--- src/rtl/mbox_pkg.sv ---
package mbox_pkg;
  typedef struct packed {
    logic insert;
    logic clear;
  } mbox_strobe_t;

  typedef enum logic {
    RSP_DROP = 1'b0,
    RSP_FWD  = 1'b1
  } rsp_kind_e;
endpackage

--- src/rtl/mbox_store.sv ---
module mbox_store
  import mbox_pkg::*;
#(
  parameter int NUM_CHUNKS = 8,
  parameter int ENTRIES    = 4,
  parameter int OBJ_W      = 16,
  parameter int CHUNK_W    = 3
) (
  input  logic               clk,
  input  logic               rst_n,
  input  mbox_strobe_t       strb,
  input  logic [CHUNK_W-1:0] reqChunk,
  input  logic [OBJ_W-1:0]   reqObj,
  input  logic [CHUNK_W-1:0] clrChunk,
  output logic               rawHit
);
  localparam int ENT_W = (ENTRIES > 1) ? $clog2(ENTRIES) : 1;

  logic [NUM_CHUNKS-1:0] chunkMatch;

  for (genvar c = 0; c < NUM_CHUNKS; c++) begin : g_chunk
    logic [OBJ_W-1:0] tagArr [ENTRIES];
    logic [ENTRIES-1:0] vld;
    logic [ENTRIES-1:0] nextVld;
    logic [ENTRIES-1:0] baseVld;
    logic [ENTRIES-1:0] matchVec;
    logic [ENT_W-1:0] ptr;
    logic [ENT_W-1:0] basePtr;
    logic [ENT_W-1:0] nextPtr;
    logic clrHere;
    logic insHere;

    assign clrHere = strb.clear && (clrChunk == CHUNK_W'(c));
    assign insHere = strb.insert && (reqChunk == CHUNK_W'(c));
    assign basePtr = clrHere ? '0 : ptr;
    assign baseVld = clrHere ? '0 : vld;
    assign nextPtr = (basePtr == ENT_W'(ENTRIES - 1)) ? '0 : basePtr + 1'b1;

    for (genvar e = 0; e < ENTRIES; e++) begin : g_ent
      assign matchVec[e] = vld[e] && (tagArr[e] == reqObj);
      assign nextVld[e]  = baseVld[e] || (insHere && (basePtr == ENT_W'(e)));
    end

    assign chunkMatch[c] = |matchVec;

    always_ff @(posedge clk) begin
      if (!rst_n) begin
        vld <= '0;
        ptr <= '0;
        for (int e = 0; e < ENTRIES; e++) tagArr[e] <= '0;
      end else begin
        if (clrHere || insHere) begin
          vld <= nextVld;
          ptr <= insHere ? nextPtr : basePtr;
        end
        for (int e = 0; e < ENTRIES; e++) begin
          if (insHere && (basePtr == ENT_W'(e))) tagArr[e] <= reqObj;
        end
      end
    end
  end

  assign rawHit = chunkMatch[reqChunk];
endmodule

--- src/rtl/mbox_ctrl.sv ---
module mbox_ctrl
  import mbox_pkg::*;
#(
  parameter int OBJ_W   = 16,
  parameter int CHUNK_W = 3,
  parameter int CNT_W   = 16
) (
  input  logic               clk,
  input  logic               rst_n,
  input  logic               reqValid,
  input  logic [CHUNK_W-1:0] reqChunk,
  input  logic [OBJ_W-1:0]   reqObj,
  input  logic               clrValid,
  input  logic [CHUNK_W-1:0] clrChunk,
  input  logic               rawHit,
  output mbox_strobe_t       strb,
  output logic               rspValid,
  output logic               rspForward,
  output logic [CHUNK_W-1:0] rspChunk,
  output logic [OBJ_W-1:0]   rspObj,
  output logic [CNT_W-1:0]   hitCount
);
  logic sameClr;
  logic hitNow;
  rsp_kind_e kind;

  assign sameClr     = clrValid && (clrChunk == reqChunk);
  assign hitNow      = rawHit && !sameClr;
  assign kind        = hitNow ? RSP_DROP : RSP_FWD;
  assign strb.clear  = clrValid;
  assign strb.insert = reqValid && !hitNow;

  always_ff @(posedge clk) begin
    if (!rst_n) begin
      rspValid   <= 1'b0;
      rspForward <= 1'b0;
      rspChunk   <= '0;
      rspObj     <= '0;
      hitCount   <= '0;
    end else begin
      rspValid <= reqValid;
      if (reqValid) begin
        rspForward <= (kind == RSP_FWD);
        rspChunk   <= reqChunk;
        rspObj     <= reqObj;
        if (hitNow) hitCount <= hitCount + 1'b1;
      end
    end
  end
endmodule

--- src/rtl/obj_mailbox.sv ---
module obj_mailbox
  import mbox_pkg::*;
#(
  parameter int NUM_CHUNKS = 8,
  parameter int ENTRIES    = 4,
  parameter int OBJ_W      = 16,
  parameter int CNT_W      = 16,
  localparam int CHUNK_W   = (NUM_CHUNKS > 1) ? $clog2(NUM_CHUNKS) : 1
) (
  input  logic               clk,
  input  logic               rst_n,
  input  logic               reqValid,
  input  logic [CHUNK_W-1:0] reqChunk,
  input  logic [OBJ_W-1:0]   reqObj,
  input  logic               clrValid,
  input  logic [CHUNK_W-1:0] clrChunk,
  output logic               rspValid,
  output logic               rspForward,
  output logic [CHUNK_W-1:0] rspChunk,
  output logic [OBJ_W-1:0]   rspObj,
  output logic [CNT_W-1:0]   hitCount
);
  mbox_strobe_t strb;
  logic rawHit;

  mbox_ctrl #(.OBJ_W(OBJ_W), .CHUNK_W(CHUNK_W), .CNT_W(CNT_W)) u_ctrl (
    .clk(clk), .rst_n(rst_n),
    .reqValid(reqValid), .reqChunk(reqChunk), .reqObj(reqObj),
    .clrValid(clrValid), .clrChunk(clrChunk), .rawHit(rawHit),
    .strb(strb), .rspValid(rspValid), .rspForward(rspForward),
    .rspChunk(rspChunk), .rspObj(rspObj), .hitCount(hitCount)
  );

  mbox_store #(.NUM_CHUNKS(NUM_CHUNKS), .ENTRIES(ENTRIES), .OBJ_W(OBJ_W),
               .CHUNK_W(CHUNK_W)) u_store (
    .clk(clk), .rst_n(rst_n), .strb(strb),
    .reqChunk(reqChunk), .reqObj(reqObj), .clrChunk(clrChunk),
    .rawHit(rawHit)
  );
endmodule

--- config.mk ---
export PLATFORM = sky130hd
export DESIGN_NAME = obj_mailbox
export DESIGN_NICKNAME = d
export VERILOG_FILES = /design/src/rtl/mbox_pkg.sv /design/src/rtl/mbox_store.sv /design/src/rtl/mbox_ctrl.sv /design/src/rtl/obj_mailbox.sv
export SDC_FILE = /design/constraint.sdc
export NUM_CORES = 1
export LEC_CHECK = 0
export ABC_CLOCK_PERIOD_IN_PS = 11140
export BUFFER_PORTS_ARGS = -buffer_cell sky130_fd_sc_hd__buf_2
export CAP_MARGIN = 20
export CORE_MARGIN = 3
export CORE_UTILIZATION = 35
export CTS_CLUSTER_DIAMETER = 60
export DETAILED_ROUTE_END_ITERATION = 6
export PLACE_DENSITY = 0.6
export REMOVE_ABC_BUFFERS = 1
export SYNTH_ARGS = -nofsm -noshare
export SYNTH_HDL_FRONTEND = slang
export SYNTH_SLANG_ARGS = --single-unit
--- constraint.sdc ---
create_clock -name clk -period 11.14 [get_ports clk]
set_clock_uncertainty 0.15 [all_clocks]
set_input_delay 1.114 -clock clk [delete_from_list [all_inputs] [get_ports clk]]
set_output_delay 1.114 -clock clk [all_outputs]
set_load 0.01 [all_outputs]
==> results of run 1 <==
worst max path at each step:
| stage | from | end | slack (ps) | cells past startpoint |
|---|---|---|---|---|
| 6_report | reqObj[3] | u_store.g_chunk[0].tagArr[0][14] | 6140 | 12 |
| 5_1_grt | reqObj[13] | u_store.g_chunk[3].tagArr[1][10] | 5830 | 12 |
| 4_1_cts | reqObj[3] | u_store.g_chunk[0].tagArr[0][1] | 6150 | 11 |
| 3_5_place_dp | reqObj[3] | u_store.g_chunk[0].tagArr[0][14] | 5530 | 12 |
| 3_3_place_gp | reqObj[3] | u_store.g_chunk[0].tagArr[0][15] | 5330 | 10 |
| 2_1_floorplan | rst_n | u_store.g_chunk[5].tagArr[0][0] | 6550 | 3 |
metrics by stage:
step / area [um2] / util / instances
after floorplan: 28400 / - / 2195
after global placement: 30500 / 0.369 / 3381
after detailed placement: 30600 / 0.369 / 3386
after CTS: 32800 / 0.396 / 3508
after global routing: 32800 / 0.396 / 3508
final: 32800 / 0.396 / 3511
layout make-up:
cell class | instances | area, um2
Antenna cell | 3 | 7.51
Timing Repair Buffer | 121 | 795
Multi-Input combinational cell | 1556 | 11200
Inverter | 42 | 158
Tap cell | 1070 | 1340
Clock buffer | 89 | 1880
Sequential cell | 597 | 17100
Fill cell | 7780 | 50000
Clock inverter | 33 | 348
metal layers:
layer	global-route usage	up-vias	routed length, um
met1	0.218	8954	32000
met4	0.0463	4	1350
met2	0.258	416	32700
li1	-	8417	-
met5	0	-	28
met3	0.0264	100	3520
power groups by stage:
stage	combinational (mW)	sequential, mW	clock (mW)
global route	0.416	2.54	2.36
global placement	0.377	2.58	0
detailed placement	0.383	2.58	0
floorplan	0.196	2.58	0
CTS	0.385	2.54	2.27
finish	0.379	2.54	2.23
registers in the layout (all words and copies together) (netlist names):
| signal | flops |
|---|---|
| u_store.g_chunk.vld | 32 |
| u_ctrl.rspChunk | 3 |
| u_ctrl.rspValid | 1 |
| u_ctrl.rspObj | 16 |
| u_store.g_chunk.tagArr | 512 |
| u_ctrl.hitCount | 16 |
| u_ctrl.rspForward | 1 |
| u_store.g_chunk.ptr | 16 |
logic make-up (layout without fill, tap and decap cells):
group	after synthesis	in the layout	share of synthesized area
xor gates and xnor gates	523	523	0.155
adders and majority gates	33	33	0.0140
muxes	26	26	0.00924
buffers and inverters	248	285	0.0420
other	0	3	0
AOI/OAI and AO/OA	117	117	0.0278
and+or+nand+nor	857	857	0.173
DFF	597	597	0.579
synth_stat cells (all sizes together):
library cell,instances
edfxtp,512
a211o,1
a311oi,4
a31o,4
o211ai,3
xor2,272
and3b,1
o2111ai,1
nand3b,1
or3,1
nor4,73
and4,3
o211a,1
xnor2,251
mux2i,25
nand4b,2
clkbuf,121
a41o,1
o31ai,17
ha,33
inv,41
nand4,69
or3b,2
nand2b,5
nor2b,5
a21oi,19
buf,85
and2,267
a22o,16
and3,259
nor2,40
mux4,1
dfxtp,85
nand2,58
clkinv,1
a31oi,2
or4,14
a21o,12
o21ai,28
nand3,25
o22ai,8
nor3,32
==> reports/qor.yml, run 1 <==
status:
  status: "finished, final reports clean"
route:
  viasPerCell: 5.10
  drc_errors: 0
  route.vias.total: 17891
  drtAntennaViolNets: 0
  wl_um: 69600
  drt_first_pass_iters: 5
  drt_iter0_drc: 1344
  wire_per_inst_um: 19.8
die:
  placementRows: 105
  die_y_um: 296
  start_util: 0.357
  coreArea_um2: 82800
  die_area_um2: 87900
  dieWidth_um: 296
  io_pins: 63
place:
  io_buffer_count: 62
  dp_hpwl_um: 39200
  pre_cts_ws_ps: 5530
  gp_congestion: 0.756
critical_path:
  regToRegSetupSlack_ps: 7370
  crit_path_start_kind: "primary input"
  slowest_delay_ps: 690
  r2r_cells: 10
  worstPathArrival_ps: 5180
  cpMostUsedCell: "buf_4"
  critPathKind: "primary input to register"
  worstPathRequired_ps: 11320
  crit_path_cell_trace: "buf_4, buf_4, xor2_1, nor4_1, nand4_1, o22ai_1, a311oi_1, mux4_2, o211ai_2, nor3_1, buf_4, and2_1"
  critical_path.max_fanout: 41
  end_kind: "register"
  path_buf_inv: 3
  reg2reg_from: "u_store.g_chunk[2].tagArr[1][7]"
  crit_family: "buffers and inverters"
  cpMaxStageDelayCell: "buf_4"
  r2r_end: "u_store.g_chunk[0].tagArr[0][14]"
hold_path:
  hp-start: "u_store.g_chunk[7].vld[3]"
  min_path_type: "register to register"
  min_to: "u_store.g_chunk[7].vld[3]"
  min_path_cells: 1
yosys:
  yosys-top-cells-area: "edfxtp_1, xor2_1, xnor2_1, dfxtp_1, and2_1"
  syn_inst: 2401
  synth_cell_types: 53
  synth_top_area_cell: "edfxtp_1"
  syn_avg_cell_area_um2: 12.3
  synthesis.area_um2: 29500
  ys_seq_area_frac: 0.579
  ys_ff_latch: 597
  yosysWarnings: 0
  synth_top_area_frac: 0.521
power_and_ir_drop:
  power_leakage_nw: 13.0
  ir_drop_v: 0.0000892
  power_frac_comb: 0.074
  power_density_nw_per_um2: 157
  seqPwrFrac: 0.493
  netSwitchingPower_mw: 1.20
  clkPwrFrac: 0.433
  p_sw_frac: 0.233
  total_power_mw: 5.14
  power.internal_mw: 3.94
cells_and_area:
  fin_nets: 2443
  final_common_cell: "edfxtp_1"
  drive_gt1_frac: 0.100
  syn_to_final_growth_pct: 11.2
  final_cell_mix: "edfxtp_1, xor2_1, and2_1"
sta:
  holdWs_ps: 301
  slew_headroom: 0.344
  setup_slack_ps: 6140
  slew_violations: 0
  rsz0062_at_grt: "no"
  tns_ps: 0
  finalCritPeriodShare: 0.449
  final-setup-viol-count: 0
  timing.fmax_mhz: 200
  tightestPinTransition_ps: 984
  hold_viol: 0
  period_minus_slack_ps: 5000
clock_tree:
  post_cts_buffers: 0
  cts_root_buffer: "clkbuf_16"
  cts_resized: 0
  worstSkewPairLatency_ps: 600
  cts.clk_slew.worst_paths_ps: 60
  htree_levels: 3
  cts_buffer_depth: 3
  cts_buffers: 66
  holdBufCountCts: 0
  cts_tree: "built"
  cts_sinks: 597
global_routing:
  antenna_found_initial: 5
  grtUsageTotal: 0.158
  grt_first_pass_wirelength_um: 108000
  grt_pass1_vias: 18096
  grt_max_degree: 74
  overflow: 0
job:
  max-cap-violations: 0
No activity file was read; power rests on OpenSTA's default activity.
==> run 2, diff against run 1 <==
--- a/config.mk
+++ b/config.mk
@@ -5,7 +5,8 @@
 export SDC_FILE = /design/constraint.sdc
 export NUM_CORES = 1
 export LEC_CHECK = 0
-export ABC_CLOCK_PERIOD_IN_PS = 11140
+export ABC_AREA = 1
+export ABC_CLOCK_PERIOD_IN_PS = 5100
 export BUFFER_PORTS_ARGS = -buffer_cell sky130_fd_sc_hd__buf_2
 export CAP_MARGIN = 20
 export CORE_MARGIN = 3
==> constraint.sdc (replaced) <==
create_clock -name clk -period 5.1 [get_ports clk]
set_clock_uncertainty 0.15 [all_clocks]
set_input_delay 0.51 -clock clk [delete_from_list [all_inputs] [get_ports clk]]
set_output_delay 0.51 -clock clk [all_outputs]
set_load 0.01 [all_outputs]
==> run 2 against run 1 <==
Effect of this change: the run now ends with design-rule violations left; sequential share of layout area down 2.8 points; largest power group unchanged; die area increased by 4.5%; combinational power rose to 2.7 times the previous value.
==> reports/qor.yml, run 2 <==
status:
  status: "complete, but fails checks"
  violations: "design-rule violations"
yosys:
  synth_top_area_frac: 0.498  # -0.0228
  yosysWarnings: 0  # unchanged
  synth_async_sr_flop_share: 0  # unchanged
  ys.flop_type: "edfxtp_1"
  synth_cell_types: 37  # -30%
  syn_avg_cell_area_um2: 8.94  # -27%
  synth_top_area_cell: "edfxtp_1"
  ys_ff_latch: 597  # unchanged
  yosys-top-cells-area: "edfxtp_1, nand2_1, nor2_1, dfxtp_1, xor2_1"
  ys_top_cells_by_count: "nand2_1, nor2_1, edfxtp_1"
  synth_edf_count: 512  # unchanged
  syn_inst: 3453  # +44%
  synth_most_common_cell: "nand2_1"
  ys_seq_area_frac: 0.553  # -0.0253
  synthesis.area_um2: 30900  # +4.6%
sta:
  timing.fmax_mhz: 253
  hold_viol: 0  # unchanged
  tns_ps: 0  # unchanged
  slew_headroom: 0.308  # -0.0361
  period_minus_slack_ps: 3960
  finalCritPeriodShare: 0.776
  setup_slack_ps: 1140  # -5000 ps
  rsz0062_at_grt: "no"
  slew_violations: 0  # unchanged
  final-setup-viol-count: 0  # unchanged
  tightestPinTransition_ps: 1030  # +50.4 ps
  holdWs_ps: 117  # -185 ps
clock_tree:
  htree_levels: 3  # unchanged
  cts.clk_slew.worst_paths_ps: 60  # about the same
  cts_root_buffer: "clkbuf_16"
  post_cts_buffers: 0  # unchanged
  worstSkewPairLatency_ps: 610  # about the same
  cts_resized: 0  # unchanged
  cts_tree: "built"
  cts_buffers: 67  # +1.5%
  holdBufCountCts: 0  # unchanged
  cts_sinks: 597  # unchanged
  cts_buffer_depth: 3  # unchanged
global_routing:
  grt_max_degree: 82  # +11%
  grt_first_pass_wirelength_um: 131000  # +22%
  overflow: 0  # unchanged
  grt_pass1_vias: 21744  # +20%
  antenna_found_initial: 0  # -5
  grtUsageTotal: 0.188  # +0.0298
place:
  io_buffer_count: 62  # unchanged
  pre_cts_ws_ps: 534  # -5000 ps
  dp_hpwl_um: 51700  # +32%
  gp_congestion: 0.834  # +10%
  dpl.cell_count: 4559  # +35%
  place_area_um2: 32500  # +6.5%
critical_path:
  worstPathArrival_ps: 4090  # -1090 ps
  worstPathRequired_ps: 5230  # -6090 ps
  crit_path_start_kind: "primary input"
  critical_path.max_fanout: 27  # -34%
  r2r_end: "u_store.g_chunk[3].tagArr[0][6]"
  regToRegSetupSlack_ps: 1580  # -5790 ps
  critPathKind: "primary input to register"
  r2r_cells: 13  # +3
  end_kind: "register"
  reg2reg_from: "u_store.g_chunk[1].tagArr[3][10]"
cells_and_area:
  fin_nets: 3532  # +45%
  drive_gt1_frac: 0.104  # +0.00325
  largest_reg_flops: 512  # unchanged
  syn_to_final_growth_pct: 12.4
  fin_area_um2: 34700  # +5.8%
  reg_top3: "u_store.g_chunk.tagArr x512, u_store.g_chunk.vld x32"
  stdcell_count: 4683  # +33%
  final_common_cell: "nand2_1"
  final_util: 0.398  # +0.00177
  final_cell_mix: "nand2_1, nor2_1, edfxtp_1"
  diodes: 0  # -3
  top_register: "u_store.g_chunk.tagArr"
route:
  drc_errors: 3  # +3
  drt_iter0_drc: 2067  # +54%
  drt_first_pass_iters: 7  # +2
  viasPerCell: 4.91  # -3.6%
  wl_um: 86600  # +25%
  route.vias.total: 23012  # +29%
  drtAntennaViolNets: 0  # unchanged
  wire_per_inst_um: 18.5  # -6.6%
job:
  max-cap-violations: 0  # unchanged
die:
  placementRows: 108  # +2.9%
  coreArea_um2: 87200  # +5.3%
  dieWidth_um: 303  # +2.2%
  io_pins: 63  # unchanged
  die_area_um2: 91800  # +4.5%
  die_y_um: 303  # +2.2%
  start_util: 0.354  # -0.00250
hold_path:
  min_to: "u_ctrl.rspChunk[0]"
  hp-start: "reqChunk[0]"
  min_path_cells: 3  # +2
  min_path_type: "primary input to register"
power_and_ir_drop:
  ir_drop_v: 0.000242  # +170%
  power_leakage_nw: 14.2  # +9.3%
  total_power_mw: 11.3  # +120%
  power_density_nw_per_um2: 327  # +110%
[run 2: report_power, final]
group	internal [mW]	switching (mW)
Sequential	5.46	0.0758
Clock	2.76	2.02
Combinational	0.284	0.738
Total	8.50	2.83
[run 2: cell type report]
class | count | area [um2]
Clock buffer | 98 | 1930
Clock inverter | 26 | 231
Fill cell | 8504 | 52500
Inverter | 270 | 1030
Multi-Input combinational cell | 2365 | 11600
Sequential cell | 597 | 17100
Tap cell | 1155 | 1450
Timing Repair Buffer | 172 | 1390
[run 2: worst max path at each step]
stage | slack, ps | to | depth (start not counted) | startpoint
2_1_floorplan | -1410 | u_store.g_chunk[1].tagArr[0][0] | 15 | reqObj[14]
3_3_place_gp | 570 | u_store.g_chunk[3].tagArr[0][14] | 17 | reqObj[7]
3_5_place_dp | 530 | u_store.g_chunk[3].tagArr[0][10] | 17 | reqObj[11]
4_1_cts | 1160 | u_store.g_chunk[3].tagArr[0][10] | 17 | reqObj[11]
5_1_grt | 900 | u_store.g_chunk[3].tagArr[0][2] | 18 | reqObj[4]
6_report | 1140 | u_store.g_chunk[3].tagArr[0][6] | 18 | reqObj[4]
[run 2: kinds of logic (layout without fill, tap and decap cells)]
family / after synthesis / count (layout) / share of synthesized area
buffers and inverters: 491 / 566 / 0.0711
and+or+nand+nor: 1861 / 1861 / 0.263
adders and majority gates: 33 / 33 / 0.0134
AOI/OAI and AO/OA: 300 / 300 / 0.0505
DFF: 597 / 597 / 0.553
xor gates and xnor gates: 171 / 171 / 0.0485
[run 2: critical path, cell delays in order]
cell,delay (ps)
buf_2,120
inv_2,640
buf_4,320
nand2_1,60
nand2_1,60
nor2_1,40
nand2_1,60
nor2_1,40
nand3_1,110
nand2_1,90
nor2_1,230
nor2_1,70
nor2_1,120
nand3_1,150
nand3_4,520
nand2_1,390
o21ai_1,230
buf_4,260
[run 2: routing by layer]
metal / wire [um] / track usage / up-vias
li1: - / - / 11252
met1: 38700 / 0.258 / 10935
met2: 40300 / 0.309 / 686
met3: 5370 / 0.0247 / 139
met4: 2320 / 0.0610 / 0
met5: 0 / 0 / -
==> run 3, diff against run 2 <==
--- a/config.mk
+++ b/config.mk
@@ -6,14 +6,14 @@
 export NUM_CORES = 1
 export LEC_CHECK = 0
 export ABC_AREA = 1
-export ABC_CLOCK_PERIOD_IN_PS = 5100
+export ABC_CLOCK_PERIOD_IN_PS = 3200
 export BUFFER_PORTS_ARGS = -buffer_cell sky130_fd_sc_hd__buf_2
 export CAP_MARGIN = 20
 export CORE_MARGIN = 3
 export CORE_UTILIZATION = 35
 export CTS_CLUSTER_DIAMETER = 60
 export DETAILED_ROUTE_END_ITERATION = 6
-export PLACE_DENSITY = 0.6
+export PLACE_DENSITY = 0.61
 export REMOVE_ABC_BUFFERS = 1
 export SYNTH_ARGS = -nofsm -noshare
 export SYNTH_HDL_FRONTEND = slang
==> constraint.sdc (replaced) <==
create_clock -name clk -period 3.2 [get_ports clk]
set_clock_uncertainty 0.15 [all_clocks]
set_input_delay 0.32 -clock clk [delete_from_list [all_inputs] [get_ports clk]]
set_output_delay 0.32 -clock clk [all_outputs]
set_load 0.01 [all_outputs]
==> run 3 against run 2 <==
Effect of this change: the run now ends clean; cell count up 4.3%; sequential share of layout area down 3.2 points; via count is 5.3% higher; clock-buffer cell count grew 2; hold slack worse by 66 ps; final area up 6.9%; critical endpoint is now u_store.g_chunk[0].tagArr[0][63].
==> reports/qor.yml, run 3 (synthesis gave the netlist of run 2 again) <==
status:
  status: "finished, final reports clean"
sta:
  slew_violations: 0  # unchanged
  tns_ps: 0  # unchanged
  timing.fmax_mhz: 328
  period_minus_slack_ps: 3050
  final-setup-viol-count: 0  # unchanged
  hold_viol: 0  # unchanged
  holdWs_ps: 50.3  # -66.3 ps
  tightestPinTransition_ps: 603  # -431 ps
  rsz0062_at_grt: "yes"
  finalCritPeriodShare: 0.954
  slew_headroom: 0.597  # +0.289
power_and_ir_drop:
  ir_drop_v: 0.000325  # +34%
  power_leakage_nw: 15.5  # +9.2%
  power_density_nw_per_um2: 500  # +53%
clock_tree:
  htree_levels: 3  # unchanged
  cts_buffers: 68  # +1.5%
  cts_root_buffer: "clkbuf_16"
  cts.clk_slew.worst_paths_ps: 60  # about the same
  cts_sinks: 597  # unchanged
  worstSkewPairLatency_ps: 600  # about the same
  post_cts_buffers: 0  # unchanged
  cts_buffer_depth: 3  # unchanged
  cts_tree: "built"
cells_and_area:
  final_common_cell: "nand2_1"
  syn_to_final_growth_pct: 20.2
  largest_reg_flops: 512  # unchanged
  final_cell_mix: "nand2_1, nor2_1, edfxtp_1"
  top_register: "u_store.g_chunk.tagArr"
  reg_top3: "u_store.g_chunk.tagArr x512, u_store.g_chunk.vld x32"
  drive_gt1_frac: 0.153  # +0.0494
  fin_nets: 3735  # +5.7%
  fin_area_um2: 37100  # +6.9%
critical_path:
  critical_path.max_fanout: 14  # -48%
  critPathKind: "register to register"
  startpoint: "u_store.g_chunk[2].tagArr[1][9]"
  worstPathRequired_ps: 3350  # -1880 ps
  r2r_cells: 13  # unchanged
  reg2reg_from: "u_store.g_chunk[2].tagArr[1][9]"
  worstPathArrival_ps: 3200  # -890 ps
  crit_path_start_kind: "register"
  end_kind: "register"
place:
  place_area_um2: 34800  # +7.0%
  dp_hpwl_um: 62500  # +21%
  io_buffer_count: 62  # unchanged
  gp_congestion: 0.860  # +3.1%
die:
  dieWidth_um: 303  # unchanged
  start_util: 0.354  # unchanged
  coreArea_um2: 87200  # unchanged
  io_pins: 63  # unchanged
  die_y_um: 303  # unchanged
  placementRows: 108  # unchanged
  die_area_um2: 91800  # unchanged
route:
  drtAntennaViolNets: 0  # unchanged
  drc_errors: 0  # -3
  viasPerCell: 4.96  # +0.98%
  drt_first_pass_iters: 6  # -1
  route.vias.total: 24234  # +5.3%
  wl_um: 92700  # +7.0%
  wire_per_inst_um: 19.0  # +2.6%
  drt_iter0_drc: 1924  # -6.9%
global_routing:
  overflow: 0  # unchanged
  grt_first_pass_wirelength_um: 142000  # +8.3%
  grt_pass1_vias: 23590  # +8.5%
  grtUsageTotal: 0.204  # +0.0154
  grt_max_degree: 66  # -20%
  antenna_found_initial: 2  # +2
job:
  max-cap-violations: 0  # unchanged
hold_path:
  hp-start: "reqChunk[1]"
  min_path_type: "primary input to register"
  min_path_cells: 3  # unchanged
[run 3: final timing paths]
| check | endpoint | slack, ps |
|---|---|---|
| worst max-delay path | u_store.g_chunk[0].tagArr[0][63] | 150 |
| worst min-delay path | u_ctrl.rspChunk[1] | 50 |
| worst max register to register | u_store.g_chunk[0].tagArr[0][63] | 150 |
| worst min register to register | u_store.g_chunk[6].vld[1] | 310 |
[run 3: area by class of cell]
cell class                 count  area, um2
clock buffer                 100       2030
multi-input combinational   2365      11600
timing repair buffer         374       3710
inverter                     270       1030
antenna                        1       2.50
clock inverter                22        193
tap                         1155       1450
fill                        8348      50100
sequential                   597      17100
[run 3: worst max-delay path, stage by stage, from the launching register on]
cell      delay [ps]
edfxtp_1         380
or2_0            230
o211ai_1          90
nor2_1            80
nand3_1          120
nand2_1          200
nor2_1           180
nor2_1            70
nor2_1           100
nand3_1          160
nand3_4          270
nand2_1          260
o21ai_1          230
buf_4            230
[run 3: stage by stage]
| stage | util | setup slack, ps | instances | total power, mW |
|---|---|---|---|---|
| floorplan | - | -3120 | 3232 | 9.81 |
| global placement | 0.400 | -354 | 4758 | 10.9 |
| detailed placement | 0.400 | -391 | 4758 | 10.9 |
| CTS | 0.425 | 112 | 4883 | 18.7 |
| global route | 0.426 | -23.6 | 4883 | 19.2 |
| finish | 0.426 | 148 | 4884 | 18.6 |
[run 3: metal layers]
metal	part of all wire	GRT usage	wire (um)	up-vias
li1	-	-	-	11670
met1	0.43	0.276	40200	11662
met2	0.47	0.339	43700	777
met3	0.068	0.0278	6340	125
met4	0.027	0.0612	2500	0
met5	0	0	0	-
[run 3: where the power goes]
| part | switching, mW | internal, mW |
|---|---|---|
| Clock | 3.14 | 4.64 |
| Combinational | 1.26 | 0.700 |
| Sequential | 0.126 | 8.70 |
| Total | 4.53 | 14.0 |
[run 3: repair_timing]
item / CTS / global route
setup endpoints to repair: 0 / 228
resized for setup: 0 / 6
endpoints found under the hold margin: 7 / 0
hold buffers: 3 / 0
